--- config.mk ---
export PLATFORM = sky130hd
export DESIGN_NAME = xpt_write_seq
export DESIGN_NICKNAME = d
export VERILOG_FILES = /design/src/rtl/xpt_pkg.sv /design/src/rtl/xpt_phase_timer.sv /design/src/rtl/xpt_rate_gate.sv /design/src/rtl/xpt_addr_map.sv /design/src/rtl/xpt_write_seq.sv
export SDC_FILE = /design/constraint.sdc
export NUM_CORES = 1
export LEC_CHECK = 0
export BUFFER_PORTS_ARGS = -buffer_cell sky130_fd_sc_hd__buf_2
export CAP_MARGIN = 5
export CORE_MARGIN = 1
export CORE_UTILIZATION = 50
export CTS_CLUSTER_DIAMETER = 200
export DETAILED_ROUTE_END_ITERATION = 8
export PLACE_DENSITY = 0.74
export REMOVE_ABC_BUFFERS = 1
export SYNTH_ARGS = -nofsm -noshare
export SYNTH_HDL_FRONTEND = slang
export SYNTH_SLANG_ARGS = --single-unit
--- constraint.sdc ---
create_clock -name clk -period 5 [get_ports clk]
set_clock_uncertainty 0.05 [all_clocks]
set_input_delay 1 -clock clk [delete_from_list [all_inputs] [get_ports clk]]
set_output_delay 1 -clock clk [all_outputs]
set_load 0.1 [all_outputs]
--- src/rtl/xpt_pkg.sv ---
package xpt_pkg;

  typedef enum logic [2:0] {
    ST_IDLE,
    ST_SETUP,
    ST_STROBE,
    ST_HOLD,
    ST_CLEAR,
    ST_RECOVER
  } seq_state_e;

  // Round a nanosecond minimum up to whole clock cycles, never below one.
  function automatic int ns_to_cyc(input int ns, input int period_ns);
    int c;
    c = (ns + period_ns - 1) / period_ns;
    return (c < 1) ? 1 : c;
  endfunction

  function automatic int max2(input int a, input int b);
    return (a > b) ? a : b;
  endfunction

endpackage

--- src/rtl/xpt_phase_timer.sv ---
module xpt_phase_timer #(
  parameter int W = 5
) (
  input  logic         clk,
  input  logic         rst,
  input  logic         load,
  input  logic [W-1:0] load_val,
  output logic         done
);
  logic [W-1:0] cnt;

  always_ff @(posedge clk) begin
    if (rst)               cnt <= '0;
    else if (load)         cnt <= load_val;
    else if (cnt != '0)    cnt <= cnt - 1'b1;
  end

  assign done = (cnt == '0);
endmodule

--- src/rtl/xpt_rate_gate.sv ---
module xpt_rate_gate #(
  parameter int PERIOD_CYC = 25
) (
  input  logic clk,
  input  logic rst,
  input  logic fire,
  output logic ok
);
  localparam int W = $clog2(PERIOD_CYC + 1);
  localparam logic [W-1:0] LIMIT = W'(PERIOD_CYC - 1);

  logic [W-1:0] since;

  // Counts cycles since the last strobe rise, saturating at the limit.
  always_ff @(posedge clk) begin
    if (rst)            since <= LIMIT;
    else if (fire)      since <= '0;
    else if (!ok)       since <= since + 1'b1;
  end

  assign ok = (since >= LIMIT);
endmodule

--- src/rtl/xpt_addr_map.sv ---
module xpt_addr_map #(
  parameter int ROW_W     = 4,
  parameter int COL_W     = 3,
  parameter int ROW_COUNT = 12
) (
  input  logic [ROW_W-1:0]       row,
  input  logic [COL_W-1:0]       col,
  output logic                   row_ok,
  output logic [ROW_W+COL_W-1:0] addr
);
  assign addr = {row, col};

  generate
    if (ROW_COUNT >= (1 << ROW_W)) begin : g_full
      assign row_ok = 1'b1;
    end else begin : g_partial
      assign row_ok = (row < ROW_W'(ROW_COUNT));
    end
  endgenerate
endmodule

--- src/rtl/xpt_write_seq.sv ---
module xpt_write_seq #(
  parameter int CLK_PERIOD_NS = 4,
  parameter int SETUP_NS      = 20,
  parameter int PULSE_NS      = 40,
  parameter int HOLD_NS       = 20,
  parameter int CLEAR_NS      = 80,
  parameter int MIN_CYCLE_NS  = 100,
  parameter int ROW_W         = 4,
  parameter int COL_W         = 3,
  parameter int ROW_COUNT     = 12
) (
  input  logic                   clk,
  input  logic                   rst,
  input  logic                   cmd_valid,
  output logic                   cmd_ready,
  input  logic                   cmd_clear,
  input  logic [ROW_W-1:0]       cmd_row,
  input  logic [COL_W-1:0]       cmd_col,
  input  logic                   cmd_on,
  output logic                   cmd_err,
  output logic [ROW_W+COL_W-1:0] xp_addr,
  output logic                   xp_data,
  output logic                   xp_strobe,
  output logic                   xp_clear
);
  import xpt_pkg::*;

  localparam int SETUP_CYC  = ns_to_cyc(SETUP_NS, CLK_PERIOD_NS);
  localparam int PULSE_CYC  = ns_to_cyc(PULSE_NS, CLK_PERIOD_NS);
  localparam int HOLD_CYC   = ns_to_cyc(HOLD_NS, CLK_PERIOD_NS);
  localparam int CLEAR_CYC  = ns_to_cyc(CLEAR_NS, CLK_PERIOD_NS);
  localparam int PERIOD_CYC = ns_to_cyc(MIN_CYCLE_NS, CLK_PERIOD_NS);
  localparam int ADDR_W     = ROW_W + COL_W;
  localparam int MAX_CYC    = max2(max2(SETUP_CYC, PULSE_CYC), max2(HOLD_CYC, CLEAR_CYC));
  localparam int TMR_W      = $clog2(MAX_CYC + 1);

  seq_state_e        state, nxt;
  logic              accept;
  logic              row_ok;
  logic [ADDR_W-1:0] map_addr;
  logic              tmr_load, tmr_done;
  logic [TMR_W-1:0]  tmr_val;
  logic              gap_ok, strobe_fire;

  xpt_addr_map #(.ROW_W(ROW_W), .COL_W(COL_W), .ROW_COUNT(ROW_COUNT)) u_map (
    .row(cmd_row), .col(cmd_col), .row_ok(row_ok), .addr(map_addr)
  );

  xpt_phase_timer #(.W(TMR_W)) u_timer (
    .clk(clk), .rst(rst), .load(tmr_load), .load_val(tmr_val), .done(tmr_done)
  );

  xpt_rate_gate #(.PERIOD_CYC(PERIOD_CYC)) u_gate (
    .clk(clk), .rst(rst), .fire(strobe_fire), .ok(gap_ok)
  );

  assign cmd_ready   = (state == ST_IDLE);
  assign accept      = cmd_valid && cmd_ready;
  assign strobe_fire = (state == ST_SETUP) && (nxt == ST_STROBE);

  always_comb begin
    nxt      = state;
    tmr_load = 1'b0;
    tmr_val  = '0;
    unique case (state)
      ST_IDLE: if (accept) begin
        if (cmd_clear) begin
          nxt = ST_CLEAR;   tmr_load = 1'b1; tmr_val = TMR_W'(CLEAR_CYC - 1);
        end else if (row_ok) begin
          nxt = ST_SETUP;   tmr_load = 1'b1; tmr_val = TMR_W'(SETUP_CYC - 1);
        end
      end
      ST_SETUP: if (tmr_done && gap_ok) begin
        nxt = ST_STROBE;    tmr_load = 1'b1; tmr_val = TMR_W'(PULSE_CYC - 1);
      end
      ST_STROBE: if (tmr_done) begin
        nxt = ST_HOLD;      tmr_load = 1'b1; tmr_val = TMR_W'(HOLD_CYC - 1);
      end
      ST_HOLD: if (tmr_done) nxt = ST_IDLE;
      ST_CLEAR: if (tmr_done) begin
        nxt = ST_RECOVER;   tmr_load = 1'b1; tmr_val = TMR_W'(HOLD_CYC - 1);
      end
      ST_RECOVER: if (tmr_done) nxt = ST_IDLE;
      default: nxt = ST_IDLE;
    endcase
  end

  always_ff @(posedge clk) begin
    if (rst) begin
      state     <= ST_IDLE;
      xp_addr   <= '0;
      xp_data   <= 1'b0;
      xp_strobe <= 1'b0;
      xp_clear  <= 1'b0;
      cmd_err   <= 1'b0;
    end else begin
      state     <= nxt;
      xp_strobe <= (nxt == ST_STROBE);
      xp_clear  <= (nxt == ST_CLEAR);
      cmd_err   <= accept && !cmd_clear && !row_ok;
      if (accept && !cmd_clear && row_ok) begin
        xp_addr <= map_addr;
        xp_data <= cmd_on;
      end
    end
  end

  // ---------------- embedded checks ----------------
  logic [ADDR_W-1:0] prev_addr;
  logic              prev_data;
  logic [15:0]       settle_age, hi_run, clr_run, rise_gap;

  always_ff @(posedge clk) begin
    if (rst) begin
      prev_addr  <= '0;
      prev_data  <= 1'b0;
      settle_age <= 16'd1;
      hi_run     <= '0;
      clr_run    <= '0;
      rise_gap   <= 16'(PERIOD_CYC);
    end else begin
      prev_addr  <= xp_addr;
      prev_data  <= xp_data;
      if (xp_addr != prev_addr || xp_data != prev_data) settle_age <= 16'd1;
      else if (settle_age != 16'hFFFF)                  settle_age <= settle_age + 16'd1;
      hi_run  <= xp_strobe ? hi_run + 16'd1 : 16'd0;
      clr_run <= xp_clear ? clr_run + 16'd1 : 16'd0;
      if (xp_strobe && hi_run == 16'd0)  rise_gap <= 16'd1;
      else if (rise_gap != 16'hFFFF)     rise_gap <= rise_gap + 16'd1;
    end
  end

  assert_setup_time_R3: assert property (@(posedge clk) disable iff (rst)
    $rose(xp_strobe) |-> (settle_age >= 16'(SETUP_CYC)));

  assert_strobe_width_R4: assert property (@(posedge clk) disable iff (rst)
    $fell(xp_strobe) |-> (hi_run == 16'(PULSE_CYC)));

  assert_addr_steady_R5: assert property (@(posedge clk) disable iff (rst)
    (xp_strobe || $fell(xp_strobe)) |-> ($stable(xp_addr) && $stable(xp_data)));

  assert_strobe_rate_R6: assert property (@(posedge clk) disable iff (rst)
    $rose(xp_strobe) |-> (rise_gap >= 16'(PERIOD_CYC)));

  assert_clear_width_R7: assert property (@(posedge clk) disable iff (rst)
    $fell(xp_clear) |-> (clr_run == 16'(CLEAR_CYC)));

  assert_err_quiet_R8: assert property (@(posedge clk) disable iff (rst)
    cmd_err |-> (!xp_strobe && !xp_clear && $stable(xp_addr) && cmd_ready));

  assert_no_overlap_R9: assert property (@(posedge clk) disable iff (rst)
    !(xp_strobe && xp_clear));

  assert_busy_not_ready_R9: assert property (@(posedge clk) disable iff (rst)
    (xp_strobe || xp_clear) |-> !cmd_ready);

endmodule

==> metrics <==
Final Cycle Share=0.5189; worst-path cell chain=buf_2, or4b_4, nor3b_2, a211oi_2, mux2_4; Pre-antenna DRT Iters=4; WL per Instance=between 10 and 15 um; biggest cell delay along the critical path=slightly above 0.8 ns; Syn Area/Cell=roughly 9.5 um2; reg2reg start=state[2]; XOR/XNOR share of the synthesized area=0.03669; gr ovfl total=0; Std-Cell Rows=17; Post-DP HPWL=1.709 mm; post-synth top area cell=dfxtp_1; TritonCTS buffer count=3; top_reg_cell synth=dfxtp_1; Fmax=0.3854 GHz; VDD IR max=between 0.0003 and 0.0004 V; crit path kind=in2reg; final WL=2.318 mm; number of fillers in the final layout=between 200 and 250; synthesis warning total=0; register area=approximately 480 um2; die area=2587 um2; hold wc startpoint=xp_addr[2]; layout cells sized above 1=0.2603; Critical Path End Type=flip-flop; Final Hold Vio Count=0; vias in the first global route=around 840; simple-gate share of the synthesized area=0.2233; Tot Pwr=0.7408 mW; worst-path fanout max=11; Critical Path Source Type=primary input; Slew headroom=0.3224; RSZ-0062 raised after global routing=no; largest net degree at the start of global routing=25; die height=slightly above 50 um; Yosys top cell area share=0.4025; Worst EP required=~5.2 ns; Worst Tran Pin Value=1.012 ns; IO Port Bufs=23; Resize count post-CTS=0; core area=about 2200 um2; mux cell area share after synthesis=0.1059; setup TNS=0 ns; Seq/Total Area, Yosys=0.4025; outcome=completed; Post CTS Setup Buffer Count=0; worst hold path class=reg2reg; GP Congestion=between 0.7 and 0.8; Yosys reg bits=24; GRT Util Overall=0.1831; area occupied by multi-input gates=between 600 and 700 um2; synth top area cells=dfxtp_1 (40%), mux2i_1 (8.4%), nor2_1 (5.3%); worst r2r path cells=4; ant diodes=0; Max Cap Viol=0; initial antenna violation count=0; largest family of logic cells by synthesized area=simple AND/OR/NAND/NOR gates; CTS tree=built; Via density=5.276; initial core utilization=0.5345; nets=around 160; Via Count=between 900 and 1000; Final Setup Violations=0; crit path DAT=about 2.8 ns; first-pass GRT wire length=between 3 and 4 mm; leakage=0.5822 nW; IO Pins=24; Die W=slightly above 50 um; starting DRC count in detailed routing=20; Syn Inst Count=126; Cell Pwr Density=555.4 nW/um2; Worst Hold End=xp_addr[2]; Max Root-Sink Buffers=2; internal reg-to-reg setup slack=roughly 2.6 ns; hold path cells=2; reg-to-reg endpoint=u_timer.cnt[0]; share of the synthesized area in compound gates (AO/OA/AOI/OAI)=0.1352; Final Slew Violations=0; Post-synth EDFFs=0; Slowest cell on crit path=nor3b_2; Routed Antenna Nets=0; ys async rst share=0; cell area after synthesis=approximately 1200 um2; area grow syn2layout=11.74%; Final Critical Period=between 2 and 3 ns; hold_buf cts=0; clock root buffer=clkbuf_4; clock-pin slew on the worst setup and hold paths=around 0.13 ns; worst skew pair latency=0.31 ns; synth unique cells=40; adder-cell share of the synthesized area=0.04193; DRC viols=0; clock sink count=24; H-tree lvl count=1
==> worst max path at each step <==
| stage | from | to | slack [ns] | depth (start not counted) |
|---|---|---|---|---|
| 4_1_cts | cmd_valid | u_timer.cnt[0] | 2.42 | 5 |
| 5_1_grt | cmd_valid | xp_data | 2.32 | 5 |
| 2_1_floorplan | state[1] | cmd_ready | 1.48 | 1 |
| 3_3_place_gp | cmd_valid | u_timer.cnt[0] | 2.15 | 5 |
| 3_5_place_dp | cmd_valid | u_timer.cnt[0] | 2.09 | 5 |
| 6_report | cmd_valid | u_timer.cnt[0] | 2.41 | 5 |
==> per-layer routing <==
layer / GRT usage / part of all wire / vias up
li1: - / - / 476
met5: 0 / 0 / -
met3: 0.02679 / 0.018 / 2
met2: 0.3111 / 0.49 / 12
met4: 0.05556 / 0.0039 / 0
met1: 0.2389 / 0.49 / 428
==> cell type report <==
class                      instances  share of cell area
clock buffer                       4             0.02720
inverter                           5             0.01407
multi-input combinational         90              0.4859
sequential                        24              0.3602
tap                               28             0.02627
timing repair buffer              23             0.08630
==> cell usage after synthesis, types with 2 or more instances <==
| cell type | n |
|---|---|
| o21bai_1 | 2 |
| ha_1 | 4 |
| xor2_1 | 3 |
| xnor2_1 | 2 |
| dfxtp_1 | 24 |
| nor2_1 | 17 |
| nor3_1 | 8 |
| buf_6 | 2 |
| a21oi_1 | 10 |
| a21o_1 | 2 |
| a21o_2 | 2 |
| nand2_1 | 8 |
| clkbuf_1 | 2 |
| inv_1 | 5 |
| mux2i_1 | 10 |
==> cell usage in the layout (no fill, tap or decap), types with 2 or more instances in the layout <==
cell / count
xnor2_1: 2
a21o_1: 2
o21bai_1: 2
nand2_1: 8
dfxtp_1: 24
clkbuf_4: 3
a21o_2: 2
inv_1: 5
a21oi_1: 10
ha_1: 4
buf_2: 23
mux2i_1: 10
nor2_1: 17
nor3_1: 8
xor2_1: 3
==> registers in the layout, summed over array words and instances (netlist names) <==
signal and count:
u_timer.cnt 5, xp_clear 1, xp_strobe 1, cmd_err 1, xp_data 1, state 3, xp_addr 7, u_gate.since 5
==> power by group <==
group | switching, mW | leakage [nW] | internal [mW]
Combinational | 0.231 | 0.365 | 0.135
Clock | 0.0556 | 0.0210 | 0.0444
Sequential | 0.0470 | 0.196 | 0.228
==> critical path, delay by kind of cell <==
family	cells	cell delay (ns)
simple gates	2	1.29
buf+inv	1	0.08
compound gates	1	0.09
mux	1	0.30
==> cells by family (layout without fill, tap and decap cells) <==
| logic type | count (synthesis) | in the layout |
|---|---|---|
| AND/OR/NAND/NOR | 45 | 45 |
| flip-flops | 24 | 24 |
| multiplexers | 12 | 12 |
| AO/OA/AOI/OAI | 24 | 24 |
| XOR/XNOR | 5 | 5 |
| adder cells (fa/ha/maj) | 4 | 4 |
| buffers and inverters | 12 | 32 |
==> stage by stage <==
step | instances | area [um2] | hold slack [ns] | setup slack (ns) | util
2_1_floorplan | 119 | 1147 | 0.4726 | 1.480 | -
3_3_place_gp | 170 | 1297 | 0.4223 | 2.152 | 0.5810
3_5_place_dp | 170 | 1297 | 0.4294 | 2.086 | 0.5810
4_1_cts | 174 | 1334 | 0.4643 | 2.425 | 0.5972
5_1_grt | 174 | 1334 | 0.4985 | 2.322 | 0.5972
6_report | 174 | 1334 | 0.4589 | 2.405 | 0.5972
Note: power is estimated with default switching activity, not from simulation.
